<file path="src/rtl/perf_ctr_pkg.sv">
package perf_ctr_pkg;

  // Number of architectural event counters and read selector encoding
  localparam int NUM_EVT  = 10;
  localparam int OP_W     = 3;
  localparam int IDX_W    = 4;
  localparam logic [OP_W-1:0] PERF_OPCODE = 3'd7;
  localparam int DEF_CNT_W = 32;

  // Counter slot assignment; bit k of the event vector feeds slot k
  typedef enum logic [IDX_W-1:0] {
    EV_RETIRED   = 4'd0,
    EV_CYCLE     = 4'd1,
    EV_IC_MISS   = 4'd2,
    EV_DC_MISS   = 4'd3,
    EV_I_ACCESS  = 4'd4,
    EV_D_ACCESS  = 4'd5,
    EV_BR_PRED   = 4'd6,
    EV_BR_HIT    = 4'd7,
    EV_I_ABORT   = 4'd8,
    EV_D_ABORT   = 4'd9
  } perf_evt_e;

endpackage

</file>
<file path="src/rtl/perf_rst_sync.sv">
module perf_rst_sync #(
  parameter int STAGES = 2
) (
  input  logic clk,
  input  logic rst_n,
  output logic rst_sync_n
);

  logic [STAGES-1:0] sync_q;
  logic [STAGES-1:0] sync_d;

  always_comb begin
    sync_d = {sync_q[STAGES-2:0], 1'b1};
  end

  always_ff @(posedge clk or negedge rst_n) begin
    if (!rst_n) begin
      sync_q <= '0;
    end else begin
      sync_q <= sync_d;
    end
  end

  assign rst_sync_n = sync_q[STAGES-1];

endmodule

</file>
<file path="src/rtl/perf_ctr_cell.sv">
module perf_ctr_cell #(
  parameter int CNT_W = 32
) (
  input  logic             clk,
  input  logic             rst_n,
  input  logic             clr,
  input  logic             evt,
  output logic [CNT_W-1:0] cnt
);

  logic [CNT_W-1:0] cnt_q;
  logic [CNT_W-1:0] cnt_d;
  logic             cnt_en;

  // Clear wins over the event; the add wraps naturally at CNT_W bits
  always_comb begin
    cnt_en = clr | evt;
    if (clr) begin
      cnt_d = '0;
    end else begin
      cnt_d = cnt_q + CNT_W'(1);
    end
  end

  always_ff @(posedge clk or negedge rst_n) begin
    if (!rst_n) begin
      cnt_q <= '0;
    end else if (cnt_en) begin
      cnt_q <= cnt_d;
    end
  end

  assign cnt = cnt_q;

  // a clear leaves zero whatever the event does
  assert_clear_zero_R9: assert property (@(posedge clk) disable iff (!rst_n)
    clr |=> (cnt == '0));

  // one step per event, wrapping at full scale
  assert_step_one_R4: assert property (@(posedge clk) disable iff (!rst_n)
    (!clr && evt) |=> (cnt == $past(cnt) + CNT_W'(1)));

  // no event, no change
  assert_idle_hold_R4: assert property (@(posedge clk) disable iff (!rst_n)
    (!clr && !evt) |=> $stable(cnt));

endmodule

</file>
<file path="src/rtl/perf_ctr_rdmux.sv">
module perf_ctr_rdmux
  import perf_ctr_pkg::*;
#(
  parameter int CNT_W = 32
) (
  input  logic                           clk,
  input  logic                           rst_n,
  input  logic [NUM_EVT-1:0][CNT_W-1:0]  cnt,
  input  logic                           rd_req,
  input  logic [OP_W-1:0]                rd_op,
  input  logic [IDX_W-1:0]               rd_idx,
  output logic                           rd_valid,
  output logic [CNT_W-1:0]               rd_data
);

  logic             hit;
  logic [CNT_W-1:0] sel;
  logic             valid_q;
  logic [CNT_W-1:0] data_q;
  logic [CNT_W-1:0] data_d;

  // Decode: only the performance opcode with an in-range index selects
  always_comb begin
    hit = (rd_op == PERF_OPCODE);
    sel = '0;
    for (int k = 0; k < NUM_EVT; k++) begin
      if (hit && (rd_idx == IDX_W'(k))) begin
        sel = cnt[k];
      end
    end
    data_d = sel;
  end

  // Sampling the counters before their update gives pre-increment data
  always_ff @(posedge clk or negedge rst_n) begin
    if (!rst_n) begin
      valid_q <= 1'b0;
    end else begin
      valid_q <= rd_req;
    end
  end

  always_ff @(posedge clk or negedge rst_n) begin
    if (!rst_n) begin
      data_q <= '0;
    end else if (rd_req) begin
      data_q <= data_d;
    end
  end

  assign rd_valid = valid_q;
  assign rd_data  = data_q;

  // one result per request, in the next cycle
  assert_valid_follows_R3: assert property (@(posedge clk) disable iff (!rst_n)
    rd_req |=> rd_valid);

  assert_valid_idle_R3: assert property (@(posedge clk) disable iff (!rst_n)
    !rd_req |=> !rd_valid);

  // foreign opcode reads zero
  assert_foreign_op_R6: assert property (@(posedge clk) disable iff (!rst_n)
    (rd_req && rd_op != PERF_OPCODE) |=> (rd_data == '0));

  // index past the last counter reads zero
  assert_high_index_R7: assert property (@(posedge clk) disable iff (!rst_n)
    (rd_req && rd_idx >= IDX_W'(NUM_EVT)) |=> (rd_data == '0));

  // in-range read returns the selected counter as it stood
  assert_selected_value_R8: assert property (@(posedge clk) disable iff (!rst_n)
    (rd_req && rd_op == PERF_OPCODE && rd_idx == IDX_W'(0)) |=> (rd_data == $past(cnt[0])));

endmodule

</file>
<file path="src/rtl/perf_ctr_bank.sv">
module perf_ctr_bank
  import perf_ctr_pkg::*;
#(
  parameter int CNT_W = DEF_CNT_W
) (
  input  logic                clk,
  input  logic                rst_n,
  input  logic                clr_i,
  input  logic [NUM_EVT-1:0]  evt_i,
  input  logic                rd_req_i,
  input  logic [OP_W-1:0]     rd_op_i,
  input  logic [IDX_W-1:0]    rd_idx_i,
  output logic                rd_valid_o,
  output logic [CNT_W-1:0]    rd_data_o
);

  logic                          rst_int_n;
  logic [NUM_EVT-1:0][CNT_W-1:0] cnt_bus;

  perf_rst_sync #(
    .STAGES (2)
  ) u_rst_sync (
    .clk        (clk),
    .rst_n      (rst_n),
    .rst_sync_n (rst_int_n)
  );

  for (genvar g = 0; g < NUM_EVT; g++) begin : g_cell
    perf_ctr_cell #(
      .CNT_W (CNT_W)
    ) u_cell (
      .clk   (clk),
      .rst_n (rst_int_n),
      .clr   (clr_i),
      .evt   (evt_i[g]),
      .cnt   (cnt_bus[g])
    );
  end

  perf_ctr_rdmux #(
    .CNT_W (CNT_W)
  ) u_rdmux (
    .clk      (clk),
    .rst_n    (rst_int_n),
    .cnt      (cnt_bus),
    .rd_req   (rd_req_i),
    .rd_op    (rd_op_i),
    .rd_idx   (rd_idx_i),
    .rd_valid (rd_valid_o),
    .rd_data  (rd_data_o)
  );

  // nothing is reported while the bank is held in reset
  assert_quiet_reset_R1: assert property (@(posedge clk)
    !rst_int_n |=> !rd_valid_o);

endmodule

</file>
<file path="config.mk">
export PLATFORM = sky130hd
export DESIGN_NAME = perf_ctr_bank
export DESIGN_NICKNAME = d
export VERILOG_FILES = /design/src/rtl/perf_ctr_pkg.sv /design/src/rtl/perf_rst_sync.sv /design/src/rtl/perf_ctr_cell.sv /design/src/rtl/perf_ctr_rdmux.sv /design/src/rtl/perf_ctr_bank.sv
export SDC_FILE = /design/constraint.sdc
export NUM_CORES = 1
export LEC_CHECK = 0
export ABC_AREA = 1
export BUFFER_PORTS_ARGS = -buffer_cell sky130_fd_sc_hd__buf_2
export CAP_MARGIN = 15
export CORE_UTILIZATION = 30
export DETAILED_ROUTE_END_ITERATION = 12
export PLACE_DENSITY = 0.48
export SETUP_SLACK_MARGIN = 0.3
export SLEW_MARGIN = 20
export SYNTH_ARGS = -nofsm -noshare
export SYNTH_HDL_FRONTEND = slang
export SYNTH_SLANG_ARGS = --single-unit
export TNS_END_PERCENT = 50
</file>
<file path="constraint.sdc">
create_clock -name clk -period 21.3 [get_ports clk]
set_input_delay 2.13 -clock clk [delete_from_list [all_inputs] [get_ports clk]]
set_output_delay 2.13 -clock clk [all_outputs]
set_load 0.02 [all_outputs]
</file>
# == After elaboration in Yosys (flattened, before gate mapping) ==
# Cells that the tools add are included.
# op_classes
bitwise,10
n_eq_ne,10
magnitude_cmp,0
n_mul,0
addsub,10
shifts,0
n_mux,20
div,0
n_reduce_logical,11
# op_table
cell,count
$mux W32,20
$add A32 B1 Y32 const B,10
$eq A4 B3 Y1 const B,4
$logic_and A1 B1 Y1,10
$or A1 B1 Y1,10
$eq A4 B2 Y1 const B,2
$eq A4 B4 Y1 const B,2
$eq A4 B1 Y1 const B,1
$logic_not A4 Y1,1
$eq A3 B3 Y1 const B,1
# word_totals
n_memories,0
reg_bits,355
rom_bits,0
in_bits,21
latchBits,0
wordCells,74
mem_bits_rw,0
output_inout_bits,33

# == Logic depth before layout (Yosys ltp) ==
# Gate-level depths: netlist (run 1).
# logic_depth
ltp_word,12
mapped_depth,14
depth_no_buf,14

# == By module ==
# A second synthesis (run 1) with hierarchy kept.
# hier_totals
hier_cells,3544
hier_area_um2,23267.3
# modules_own_cells
mod,seq_area_each_um2,instances,area_each_um2,cells_per_inst
perf_ctr_cell at g_cell[0].u_cell ...,800.8,9,1889.3,273
perf_ctr_rdmux,825.8,1,4261.6,810
perf_ctr_cell at g_cell[5].u_cell,800.8,1,1948.1,274
perf_rst_sync,50.0,1,53.8,3

# == Worst setup path after synthesis (run 1) ==
# OpenSTA, ideal clock, no wires.
# synth_timing
path_type,input to register
startpoint,input port evt_i[0]
endpoint,register g_cell[0].u_cell.cnt_q[12]
path_buffers,1
slack_ns,17.916
required_time_ns,21.179
arrival_ns,3.263
stages,10
setup_ns,0.121
cell_sequence,buf_2 > nand3_1 > nor2_1 > nand2_1 > nor3_2 > nand2_1 > nor2_1 > nand3_1 > o21ai_0 > nor2_1
# synth_between
elab_chain_cells,1
# synth_rtl
element,line_no,rtl
start: declaration,perf_ctr_bank.sv:9,"input logic [NUM_EVT-1:0] evt_i,"
$or A1 B1 Y1,perf_ctr_cell.sv:17,cnt_en = clr | evt;
end signal: assignment,perf_ctr_cell.sv:29,cnt_q <= cnt_d;
end: declaration,perf_ctr_cell.sv:11,logic [CNT_W-1:0] cnt_q;
# Every way passes these cells.
# A chain may end at the register's enable or synchronous reset.

# == Worst setup path after layout (run 1) ==
# layout_timing
startpoint,input port clr_i
endpoint,register g_cell[6].u_cell.cnt_q[9]
# layout_between
elab_chain_cells,1
word_cells_on_any_way,2
classes_between,mux (1); bitwise (1)
# layout_rtl
element,line_no,rtl
start: declaration,perf_ctr_bank.sv:8,"input logic clr_i,"
$mux W32 / $or A1 B1 Y1 (equally long branches),"perf_ctr_cell.sv:18, perf_ctr_cell.sv:17",
end signal: assignment,perf_ctr_cell.sv:29,
end: declaration,perf_ctr_cell.sv:11,
# Several ways; a longest one is shown, not always the timed one.

==> key figures, run 1 <==
STA
  – Headroom to the max-slew limit: 30.7%
  – Setup Skew: between 0.01 and 0.015 ns
  – Final-report hold violation count: 0
  – Final period util: 22.6%
  – Hold slack: 0.238 ns
  – Slew @ Worst Pin: around 1.0 ns
  – Setup-failing EPs final: 0
  – Total negative setup slack: 0 ns
  – Fmax: 207 MHz
  – Fin crit period: 4.82 ns
  – Max-slew violations: 0
  – Unrepaired setup endpoints after global routing: no

Die
  – Die W: roughly 280 um
  – Starting density of the core: between 30% and 40%
  – Die Ht: 284 um
  – Placeable core area: 78000 sq um
  – # rows: 102
  – # IOs: 54
  – Die area: 80500 sq um

Cells and area
  – Footprint of the multi-input gates: 12700 sq um
  – Share of layout cells above drive strength 1: 5.56%
  – Nets: 3702
  – Non-Filler Instances: 4746
  – Area Overhead vs Synth: 12.0%
  – Ant. Diodes: 0
  – Seq. cell area: 8890 sq um
  – Fill cells: 8651

Global route
  – Largest net degree at the start of global routing: approximately 150
  – Global Route Usage Sum: 22.7%
  – Overflow after GRT: 0
  – Vias in the first global route: 23258
  – Initial antenna violation count: 2
  – First-pass GRT wire length: 143000 um

Worst setup path
  – Worst path cell trace: buf_2 -> buf_4 -> inv_8 -> buf_4 -> buf_4 -> o21ai_0 -> a21oi_1
  – Startpoint class of the critical path: primary input
  – CP most frequent cell: buf_4
  – Slowest stage delay, CP: 0.91 ns
  – Worst path slowest cell: buf_4
  – Worst path bufs/invs: 5
  – WP data required: 21.81 ns
  – Critical Path Fanout Max: 146
  – Critical path's top delay family: buffers and inverters
  – Crit Path Category: primary input to flop
  – Worst setup EP type: flop
  – Crit path DAT: ~5.3 ns

Detailed routing
  – Detail Route Antenna Nets: 0
  – DRC: 0
  – Pre-antenna DRT Iters: 6
  – Detailed Route Iter0 Violations: 2265
  – Via count of the routed design: approximately 25000
  – WL/cell: 19.6 um
  – WL final: ~93000 um
  – Vias per cell: ~5.2

Run
  – Max cap viols: 0

Clock tree
  – Worst-Skew Late Latency: 0.60 ns
  – Clock root buffer: clkbuf_16
  – CTS Hold Buffers Added: 0
  – CTS Sinks: 355
  – Clock Path Buffers: 3
  – Post-CTS setup buffers: 0
  – Clock input transition at the sequential cells of the worst setup and hold paths: 0.06 ns
  – CTS H-Tree Depth: 2
  – CTS tree: done
  – TritonCTS Buffers: 46
  – Post-CTS sizing: 0

Logic synthesis
  – Synth Area in Adders: 0.525%
  – Post-synth top area share: 37.3%
  – Syn Nets: 3701
  – Cell taking the most area after synthesis: dfrtp_1
  – Async S/R FF share, synth: 100%
  – Yosys cell types: 35
  – EDFF count, synth: 0
  – Xor/xnor cell area share of the yosys netlist: 1.18%
  – Synth Flop Type: dfrtp_1
  – Mapped Area: 23800 sq um
  – Synth area leaders: dfrtp_1 (37%), nand2_1 (16%), inv_1 (7.2%), nand4_1 (6.8%), nand3_1 (6.6%)
  – Mapped Avg Cell Area: 6.49 sq um
  – Number of synthesized register bits: 355
  – Post-synthesis compound-gate area fraction: 9.49%
  – Simple-gate share of the synthesized area: 42.1%
  – Mapped Cells: 3670
  – Register area share after synthesis: 37.3%
  – Largest family of logic cells by synthesized area: simple AND/OR/NAND/NOR gates
  – Synth warnings: 0
  – Post-synthesis mux area share: 0%

Placed design
  – Number of port buffers: 53
  – Dpl hpwl: 69800 um
  – Gpl congestion: 0.931
  – Inst Count DP: around 4700

Pwr
  – Leak: 11.3 nW
  – Switching portion of total power: 25.3%
  – P_sw: slightly above 0.4 mW
  – Combinational share of power: under 10%
  – Power Density: 60.0 nW/um^2
  – Max VDD drop: 0.0000627 V
  – Pint: 1.19 mW
  – Clock group share of total power: 52.3%
  – Seq pwr share: 42.9%

Min path
  – Hold WC Path Type: flop to asynchronous set/reset pin

Status
  – Outcome: completed
-- power by group through the flow --
stage                     Combinational (mW)  Clock, mW  Sequential, mW
after global routing                  0.0849      0.882           0.687
after CTS                             0.0743      0.857           0.688
after floorplan                       0.0382          0           0.706
final                                 0.0759      0.837           0.687
after global placement                0.0744          0           0.701
after detailed placement              0.0741          0           0.700
-- synth_stat cells (11+ instances only) --
cell / n
nor3_1: 160
dfrtp_1: 355
nor2_2: 11
inv_2: 16
nor4_1: 64
nand2_1: 997
a21oi_1: 141
xor2_1: 32
clkbuf_1: 67
nand4_1: 257
buf_1: 23
nand3_1: 315
inv_1: 454
buf_2: 25
nor3b_1: 11
o21ai_1: 43
o21ai_0: 247
nor2_1: 394
-- worst reg2reg max path: cells and delay by family, from the launching register on --
kind | cells | cell delay (ns)
flops | 1 | 0.65
buf+inv | 3 | 1.78
-- flip-flops by register name, indices dropped and copies added, names as in the netlist --
name and count:
u_rdmux.rd_valid 1, u_rdmux.rd_data 32, u_rst_sync.sync_q 2, g_cell.u_cell.cnt 320
-- layout by cell type (no fill, tap or decap), types with 16 or more instances in the layout --
cell       synthesis  final
dfrtp_1          355    354
a21oi_1          141    141
nand3_1          315    315
o21ai_0          247    247
inv_1            454    453
nor4_1            64     64
inv_2             16     16
nor3_1           160    160
nand2_1          997    997
buf_2             25     53
clkbuf_16          0     46
xor2_1            32     32
nor2_1           394    393
nand4_1          257    257
o21ai_1           43     43
clkbuf_8           0     17
buf_4              2     16
-- metrics by stage --
step	power, mW	cell area (sq um)	worst slack, ns	util [%]
after detailed placement	0.775	25000	16.02	32.1
final	1.60	26700	16.48	34.2
after CTS	1.62	26600	16.64	34.2
after floorplan	0.744	23800	10.67	-
after global placement	0.775	25000	15.99	32.1
after global routing	1.65	26700	16.34	34.2
-- logic make-up (layout without fill, tap and decap cells) --
kind of cell	Yosys count	after routing
XOR/XNOR	32	32
adder cells (fa/ha/maj)	10	10
AO/OA/AOI/OAI	445	445
flip-flops	355	355
AND/OR/NAND/NOR	2240	2240
other	1	1
buffers and inverters	587	623
-- final timing paths --
path	slack, ns	start	to	cells past startpoint
max	16.48	clr_i	g_cell[6].u_cell.cnt[9]	7
min	0.24	u_rst_sync.sync_q[1]	g_cell[9].u_cell.cnt[3]	0
max reg2reg	18.93	u_rst_sync.sync_q[1]	g_cell[5].u_cell.cnt[28]	3
min reg2reg	0.24	u_rst_sync.sync_q[1]	g_cell[9].u_cell.cnt[3]	0
max in group asynchronous	18.93	u_rst_sync.sync_q[1]	g_cell[5].u_cell.cnt[28]	3
min in group clk	0.35	u_rst_sync.sync_q[0]	u_rst_sync.sync_q[1]	0
-- layout make-up --
class / count / area share, %
flip-flops and latches: 355 / 33.3
multi-input cells: 2728 / 47.6
clock buffers: 69 / 5.28
well taps: 1040 / 4.88
inverters: 470 / 6.64
repair buffers: 70 / 1.55
clock inverters: 14 / 0.708
-- routing by layer --
| metal | part of all wire (%) | wire [um] | GRT usage, % | vias to the layer above |
|---|---|---|---|---|
| li1 | - | - | - | 12184 |
| met1 | 46 | 43100 | 32.3 | 11831 |
| met2 | 44 | 41300 | 35.3 | 754 |
| met3 | 6.2 | 5780 | 3.01 | 119 |
| met4 | 2.9 | 2660 | 7.12 | 4 |
| met5 | 0.025 | 23 | 0 | - |
No activity file was read; power rests on OpenSTA's default activity.
==> run 2, diff against run 1 <==
ABC_AREA = 0   (was 1)
clock period = 4.8 ns   (was 21.3 ns; I/O delays follow)
==> key figures, run 2 <==
Status
  – Outcome: completed

Cells and area
  – Share of layout cells above drive strength 1: 9.58% (+4.0 points)
  – Commonest non-fill, non-tap cell in the layout: dfrtp_1
  – Fill cells: 6601 (-24%)
  – Post-route cell area: 22400 sq um (-16%)
  – Commonest cells after routing, fill and taps aside: dfrtp_1 (354), nor2_1 (348), xor2_1 (170)
  – Area Overhead vs Synth: 12.7%
  – Ant. Diodes: 0 (unchanged)
  – Footprint of the multi-input gates: 10400 sq um (-18%)
  – Max reg flops: 320 (unchanged)
  – Fin util: 34.5% (+0.27 points)
  – Seq. cell area: 8890 sq um (unchanged)
  – Nets: 2172 (-41%)

Detailed routing
  – Via count of the routed design: 16476 (-34%)
  – Detail Route Antenna Nets: 0 (unchanged)
  – Post-route met1 wirelength: 31000 um (-28%)
  – WL final: 67400 um (-27%)
  – Detailed Route Iter0 Violations: 1775 (-22%)
  – Top Metal Used: met5
  – Met2 wire len: 30300 um (-27%)
  – WL/cell: 22.3 um (+14%)
  – Pre-antenna DRT Iters: 5 (-1)
  – Met3 Wirelength: 4180 um (-28%)
  – Vias per cell: 5.44 (+3.8%)
  – DRC: 0 (unchanged)

Logic synthesis
  – Most common cell in the netlist: dfrtp_1
  – Mapped Cells: 2146 (-42%)
  – Async S/R FF share, synth: 100% (unchanged)
  – Cell taking the most area after synthesis: dfrtp_1
  – Synth area leaders: dfrtp_1 (45%), xor2_1 (7.5%), nor2_1 (6.6%), xnor2_1 (4.1%), nand4_1 (3.4%)
  – Number of synthesized register bits: 355 (unchanged)
  – Register area share after synthesis: 44.7% (+7.4 points)
  – EDFF count, synth: 0 (unchanged)
  – Synth warnings: 0 (unchanged)
  – Yosys cell types: 76 (+120%)
  – Synth Flop Type: dfrtp_1
  – Syn Nets: 2177 (-41%)
  – Post-synth top area share: 44.7% (+7.4 points)
  – Top cells by count, synth: dfrtp_1 (355), nor2_1 (350), xor2_1 (170)
  – Mapped Area: 19900 sq um (-17%)
  – Mapped Avg Cell Area: 9.26 sq um (+43%)

Pwr
  – Power Density: 307 nW/um^2 (+410%)
  – Leak: 9.04 nW (-20%)
  – Max VDD drop: 0.000205 V (+230%)

Die
  – Die Ht: 259 um (-8.6%)
  – Die area: 67200 sq um (-16%)
  – Die W: 259 um (-8.6%)
  – # rows: 93 (-8.8%)
  – # IOs: 54 (unchanged)
  – Starting density of the core: 30.6% (+0.058 points)
  – Placeable core area: 64900 sq um (-17%)

STA
  – Slew @ Worst Pin: 1.11 ns (+0.0732 ns)
  – Max-slew violations: 0 (unchanged)
  – Setup-failing EPs final: 0 (unchanged)
  – Fmax: 399 MHz
  – Final-report hold violation count: 0 (unchanged)
  – Headroom to the max-slew limit: 25.2% (-5.5 points)
  – Fin crit period: 2.51 ns
  – Total negative setup slack: 0 ns (unchanged)
  – Setup Skew: 0.0409 ns (+0.0269 ns)
  – Unrepaired setup endpoints after global routing: no
  – Final period util: 52.3%

Clock tree
  – Worst-Skew Late Latency: 0.59 ns (about the same)
  – Clock Path Buffers: 3 (unchanged)
  – CTS Hold Buffers Added: 1 (+1)
  – TritonCTS Buffers: 43 (-6.5%)
  – CTS H-Tree Depth: 2 (unchanged)
  – CTS tree: done
  – Clock input transition at the sequential cells of the worst setup and hold paths: 0.06 ns (about the same)
  – Post-CTS sizing: 0 (unchanged)
  – Clock root buffer: clkbuf_16
  – CTS Sinks: 355 (unchanged)
  – Post-CTS setup buffers: 0 (unchanged)

Min path
  – Hold WC Path Type: primary input to asynchronous set/reset pin

Global route
  – First-pass GRT wire length: 103000 um (-28%)
  – Overflow after GRT: 0 (unchanged)
  – Vias in the first global route: 15808 (-32%)
  – Largest net degree at the start of global routing: 122 (-17%)
  – Global Route Usage Sum: 20.1% (-2.6 points)
  – Initial antenna violation count: 7 (+5)

Placed design
  – Placed Area: 20900 sq um (-17%)
  – Gpl congestion: 0.920 (-1.2%)
  – Dpl hpwl: 49500 um (-29%)
  – Number of port buffers: 53 (unchanged)

Worst setup path
  – WP data required: 5.29 ns (-16.52 ns)
  – Flop2flop setup slack: 2.29 ns (-16.64 ns)
  – Crit path DAT: 3.00 ns (-2.34 ns)
  – Crit Path Category: flop to flop
  – Startpoint class of the critical path: flop
  – Worst setup EP type: flop
  – Worst r2r src: g_cell[2].u_cell.cnt[5]
  – Worst r2r path cells: 5 (+2)
  – Reg2reg end: g_cell[2].u_cell.cnt[28]
  – Critical Path Fanout Max: 13 (-91%)

Run
  – Max cap viols: 0 (unchanged)
-- run 2: metrics by stage --
stage | hold slack [ns] | instances | setup slack [ns] | power, mW
after CTS | 0.196 | 3027 | 2.32 | 6.96
after detailed placement | 0.275 | 2950 | 1.80 | 3.52
after global routing | 0.240 | 3027 | 2.11 | 7.10
after floorplan | 0.184 | 2146 | 1.29 | 3.38
after global placement | 0.269 | 2950 | 1.79 | 3.52
final | 0.238 | 3027 | 2.29 | 6.86
-- run 2: cells by family (layout without fill, tap and decap cells) --
family	Yosys count	in the layout	synth area share, %
AO/OA/AOI/OAI	267	267	8.55
XOR/XNOR	264	264	11.6
adder cells (fa/ha/maj)	10	10	0.630
buffers and inverters	157	183	3.16
flip-flops	355	355	44.7
multiplexers	82	82	5.59
other	1	1	0.0189
AND/OR/NAND/NOR	1010	1010	25.7
-- run 2: worst max-delay path by stage --
stage	startpoint	to	depth (start not counted)
2_1_floorplan	u_rst_sync.sync_q[1]	g_cell[0].u_cell.cnt[0]	0
3_3_place_gp	rd_idx_i[0]	u_rdmux.rd_data[28]	5
3_5_place_dp	rd_idx_i[0]	u_rdmux.rd_data[6]	5
4_1_cts	g_cell[2].u_cell.cnt[5]	g_cell[2].u_cell.cnt[28]	5
5_1_grt	g_cell[2].u_cell.cnt[5]	g_cell[2].u_cell.cnt[28]	5
6_report	g_cell[2].u_cell.cnt[5]	g_cell[2].u_cell.cnt[28]	5
-- run 2: metal layers --
metal  track usage [%]  up-vias
met1              28.8     8266
met5                 0        -
met3              3.33      103
met2              30.9      504
li1                  -     7591
met4              5.77       12
-- run 2: final cells by class --
| cell class | instances | area share (%) |
|---|---|---|
| clock buffers | 62 | 5.66 |
| inverters | 39 | 0.654 |
| flip-flops and latches | 355 | 39.7 |
| repair buffers | 68 | 2.00 |
| clock inverters | 14 | 0.861 |
| well taps | 855 | 4.78 |
| multi-input cells | 1634 | 46.3 |
-- run 2: power breakdown --
group | leakage, nW | switching [mW] | internal, mW | total (mW)
sequential | 4.90 | 0.0625 | 3.03 | 3.09
clock | 0.726 | 1.35 | 2.05 | 3.39
combinational | 3.41 | 0.267 | 0.110 | 0.376
total | 9.04 | 1.68 | 5.18 | 6.86
-- run 2: worst max-delay path: stages (launching register included) --
cell	delay (ns)
dfrtp_1	0.50
and4_1	0.28
nand4_1	0.47
or4_4	0.62
or4_1	0.41
a21oi_1	0.15
==> run 3, diff against run 2 <==
ABC_AREA = 1   (was 0)
clock period = 2.54 ns   (was 4.8 ns; I/O delays follow)
==> key figures, run 3 (same netlist as run 1, synthesis figures left out) <==
Worst setup path
  – Crit path depth: 10 (+5)
  – Startpoint class of the critical path: flop
  – Slowest stage delay, CP: 0.46 ns (-0.16 ns)
  – Worst r2r path cells: 10 (+5)
  – Setup crit end: g_cell[3].u_cell.cnt[16]
  – Worst path bufs/invs: 0 (unchanged)
  – CP most frequent cell: nand2_1
  – Crit path DAT: 2.59 ns (-0.41 ns)
  – Flop2flop setup slack: 0.42 ns (-1.87 ns)
  – Worst path cell trace: ha_1 -> nand3_1 -> nor3_1 -> nand2_1 -> nor3_1 -> nand2_1 -> nor2_1 -> nand3_1 -> nand2_1 -> a21oi_1
  – Crit Path Category: flop to flop
  – WP data required: 3.02 ns (-2.27 ns)
  – Worst setup EP type: flop
  – Reg2reg end: g_cell[3].u_cell.cnt[16]
  – Worst r2r src: g_cell[3].u_cell.cnt[1]
  – Worst setup path start: g_cell[3].u_cell.cnt[1]
  – Critical Path Fanout Max: 5 (-8)
  – Critical path's top delay family: simple AND/OR/NAND/NOR gates
  – Worst path slowest cell: dfrtp_1

Clock tree
  – CTS H-Tree Depth: 2 (unchanged)
  – Clock Path Buffers: 3 (unchanged)
  – CTS tree: done
  – TritonCTS Buffers: 47 (+9.3%)
  – Clock input transition at the sequential cells of the worst setup and hold paths: 0.06 ns (about the same)
  – CTS Sinks: 355 (unchanged)
  – Clock root buffer: clkbuf_16
  – Worst-Skew Late Latency: 0.61 ns (+0.02 ns)

Pwr
  – Combinational share of power: 5.3% (-0.2 points)
  – Clock group share of total power: 51.6% (+2.1 points)
  – Pint: 9.97 mW (+92%)
  – P_sw: 3.44 mW (+100%)
  – Leak: 11.6 nW (+28%)
  – Switching portion of total power: 25.7% (+1.2 points)
  – Seq pwr share: 43.0% (-2.0 points)
  – Power Density: 493 nW/um^2 (+61%)
  – Max VDD drop: 0.000485 V (+140%)

Die
  – # rows: 102 (+9.7%)
  – Die W: 284 um (+9.4%)
  – # IOs: 54 (unchanged)
  – Starting density of the core: 30.5% (-0.058 points)
  – Die area: 80500 sq um (+20%)
  – Die Ht: 284 um (+9.4%)
  – Placeable core area: 78000 sq um (+20%)

Cells and area
  – Max reg flops: 320 (unchanged)
  – Commonest non-fill, non-tap cell in the layout: nand2_1
  – Area Overhead vs Synth: 14.3%
  – Nets: 3754 (+73%)
  – Fin util: 34.9% (+0.43 points)
  – Share of layout cells above drive strength 1: 7.13% (-2.4 points)
  – Commonest cells after routing, fill and taps aside: nand2_1 (997), inv_1 (453), nor2_1 (388)
  – Post-route cell area: 27200 sq um (+22%)

STA
  – Slew @ Worst Pin: 0.896 ns (-0.216 ns)
  – Final period util: 83.4% (+31 points)
  – Hold slack: 0.0106 ns (-0.227 ns)
  – Fmax: 472 MHz (+18%)
  – Fin crit period: 2.12 ns (-0.391 ns)
  – Setup-failing EPs final: 0 (unchanged)
  – Setup Skew: 0.0337 ns (-0.00718 ns)
  – Max-slew violations: 0 (unchanged)
  – Unrepaired setup endpoints after global routing: yes
  – Headroom to the max-slew limit: 39.8% (+15 points)
  – Final-report hold violation count: 0 (unchanged)

Detailed routing
  – Vias per cell: 5.27 (-3.2%)
  – WL/cell: 20.2 um (-9.2%)
  – Detailed Route Iter0 Violations: 2512 (+42%)
  – Pre-antenna DRT Iters: 6 (+1)
  – Detail Route Antenna Nets: 0 (unchanged)
  – Via count of the routed design: 25292 (+54%)
  – DRC: 0 (unchanged)
  – WL final: 97000 um (+44%)

Global route
  – First-pass GRT wire length: 149000 um (+45%)
  – Initial antenna violation count: 3 (-4)
  – Overflow after GRT: 0 (unchanged)
  – Vias in the first global route: 24188 (+53%)
  – Largest net degree at the start of global routing: 70 (-43%)
  – Global Route Usage Sum: 23.8% (+3.8 points)

Placed design
  – Gpl congestion: 0.979 (+6.4%)
  – Dpl hpwl: 75300 um (+52%)
  – Number of port buffers: 53 (unchanged)
  – Placed Area: 25500 sq um (+22%)

Status
  – Outcome: completed

Min path
  – Hold WC Path Type: primary input to flop

Run
  – Max cap viols: 0 (unchanged)
==> run 3: power groups by stage <==
stage | Sequential [mW] | Clock [mW] | Combinational, mW
floorplan | 5.92 | 0 | 0.320
detailed placement | 5.86 | 0 | 0.707
finish | 5.77 | 6.92 | 0.714
global route | 5.77 | 7.30 | 0.791
global placement | 5.86 | 0 | 0.713
CTS | 5.76 | 7.09 | 0.715
==> run 3: area by class of cell <==
cell class              instances  area, sq um
repair buffers                121          888
inverters                     470         1770
fillers                      8587        50800
well taps                    1040         1300
clock inverters                15          168
diodes                          1         2.50
multi-input cells            2728        12800
flip-flops and latches        355         8890
clock buffers                  70         1400
==> run 3: stage by stage <==
step,power [mW],TNS (ns),instances,setup slack [ns]
3_5_place_dp,6.57,0,4709,0.144
4_1_cts,13.6,0,4799,0.373
2_1_floorplan,6.24,-340.65,3670,-0.965
6_report,13.4,0,4800,0.422
5_1_grt,13.9,0,4800,0.224
3_3_place_gp,6.58,0,4709,0.143
==> run 3: what timing repair did <==
item	CTS	global route
cloned	0	0
endpoints found under the hold margin	8	0
resized for setup	1	21
setup buffers	0	0
endpoints found under the setup margin	1	21
hold buffers	5	0
==> run 3: worst min-delay path: stages <==
cell and delay, ns:
buf_2 0.13, nand3_1 0.10, nand2_1 0.06, nor2_1 0.03
==> run 3: per-layer routing <==
metal / up-vias / global-route usage [%] / part of all wire [%]
met5: - / 0 / 0.028
met4: 4 / 6.18 / 2.5
met3: 135 / 2.83 / 5.8
met2: 793 / 38.4 / 45
met1: 12053 / 33.6 / 46
li1: 12307 / - / -
==> run 3: how the worst min path moves through the flow <==
stage | cells after the start | slack [ns] | to | from
floorplan | 0 | -0.04 | u_rst_sync.sync_q[0] | rst_n
global placement | 1 | 0.04 | u_rst_sync.sync_q[0] | rst_n
detailed placement | 1 | 0.04 | u_rst_sync.sync_q[0] | rst_n
CTS | 4 | 0.003 | g_cell[8].u_cell.cnt[2] | evt_i[8]
global route | 4 | 0.02 | g_cell[8].u_cell.cnt[2] | evt_i[8]
finish | 4 | 0.01 | g_cell[8].u_cell.cnt[2] | evt_i[8]
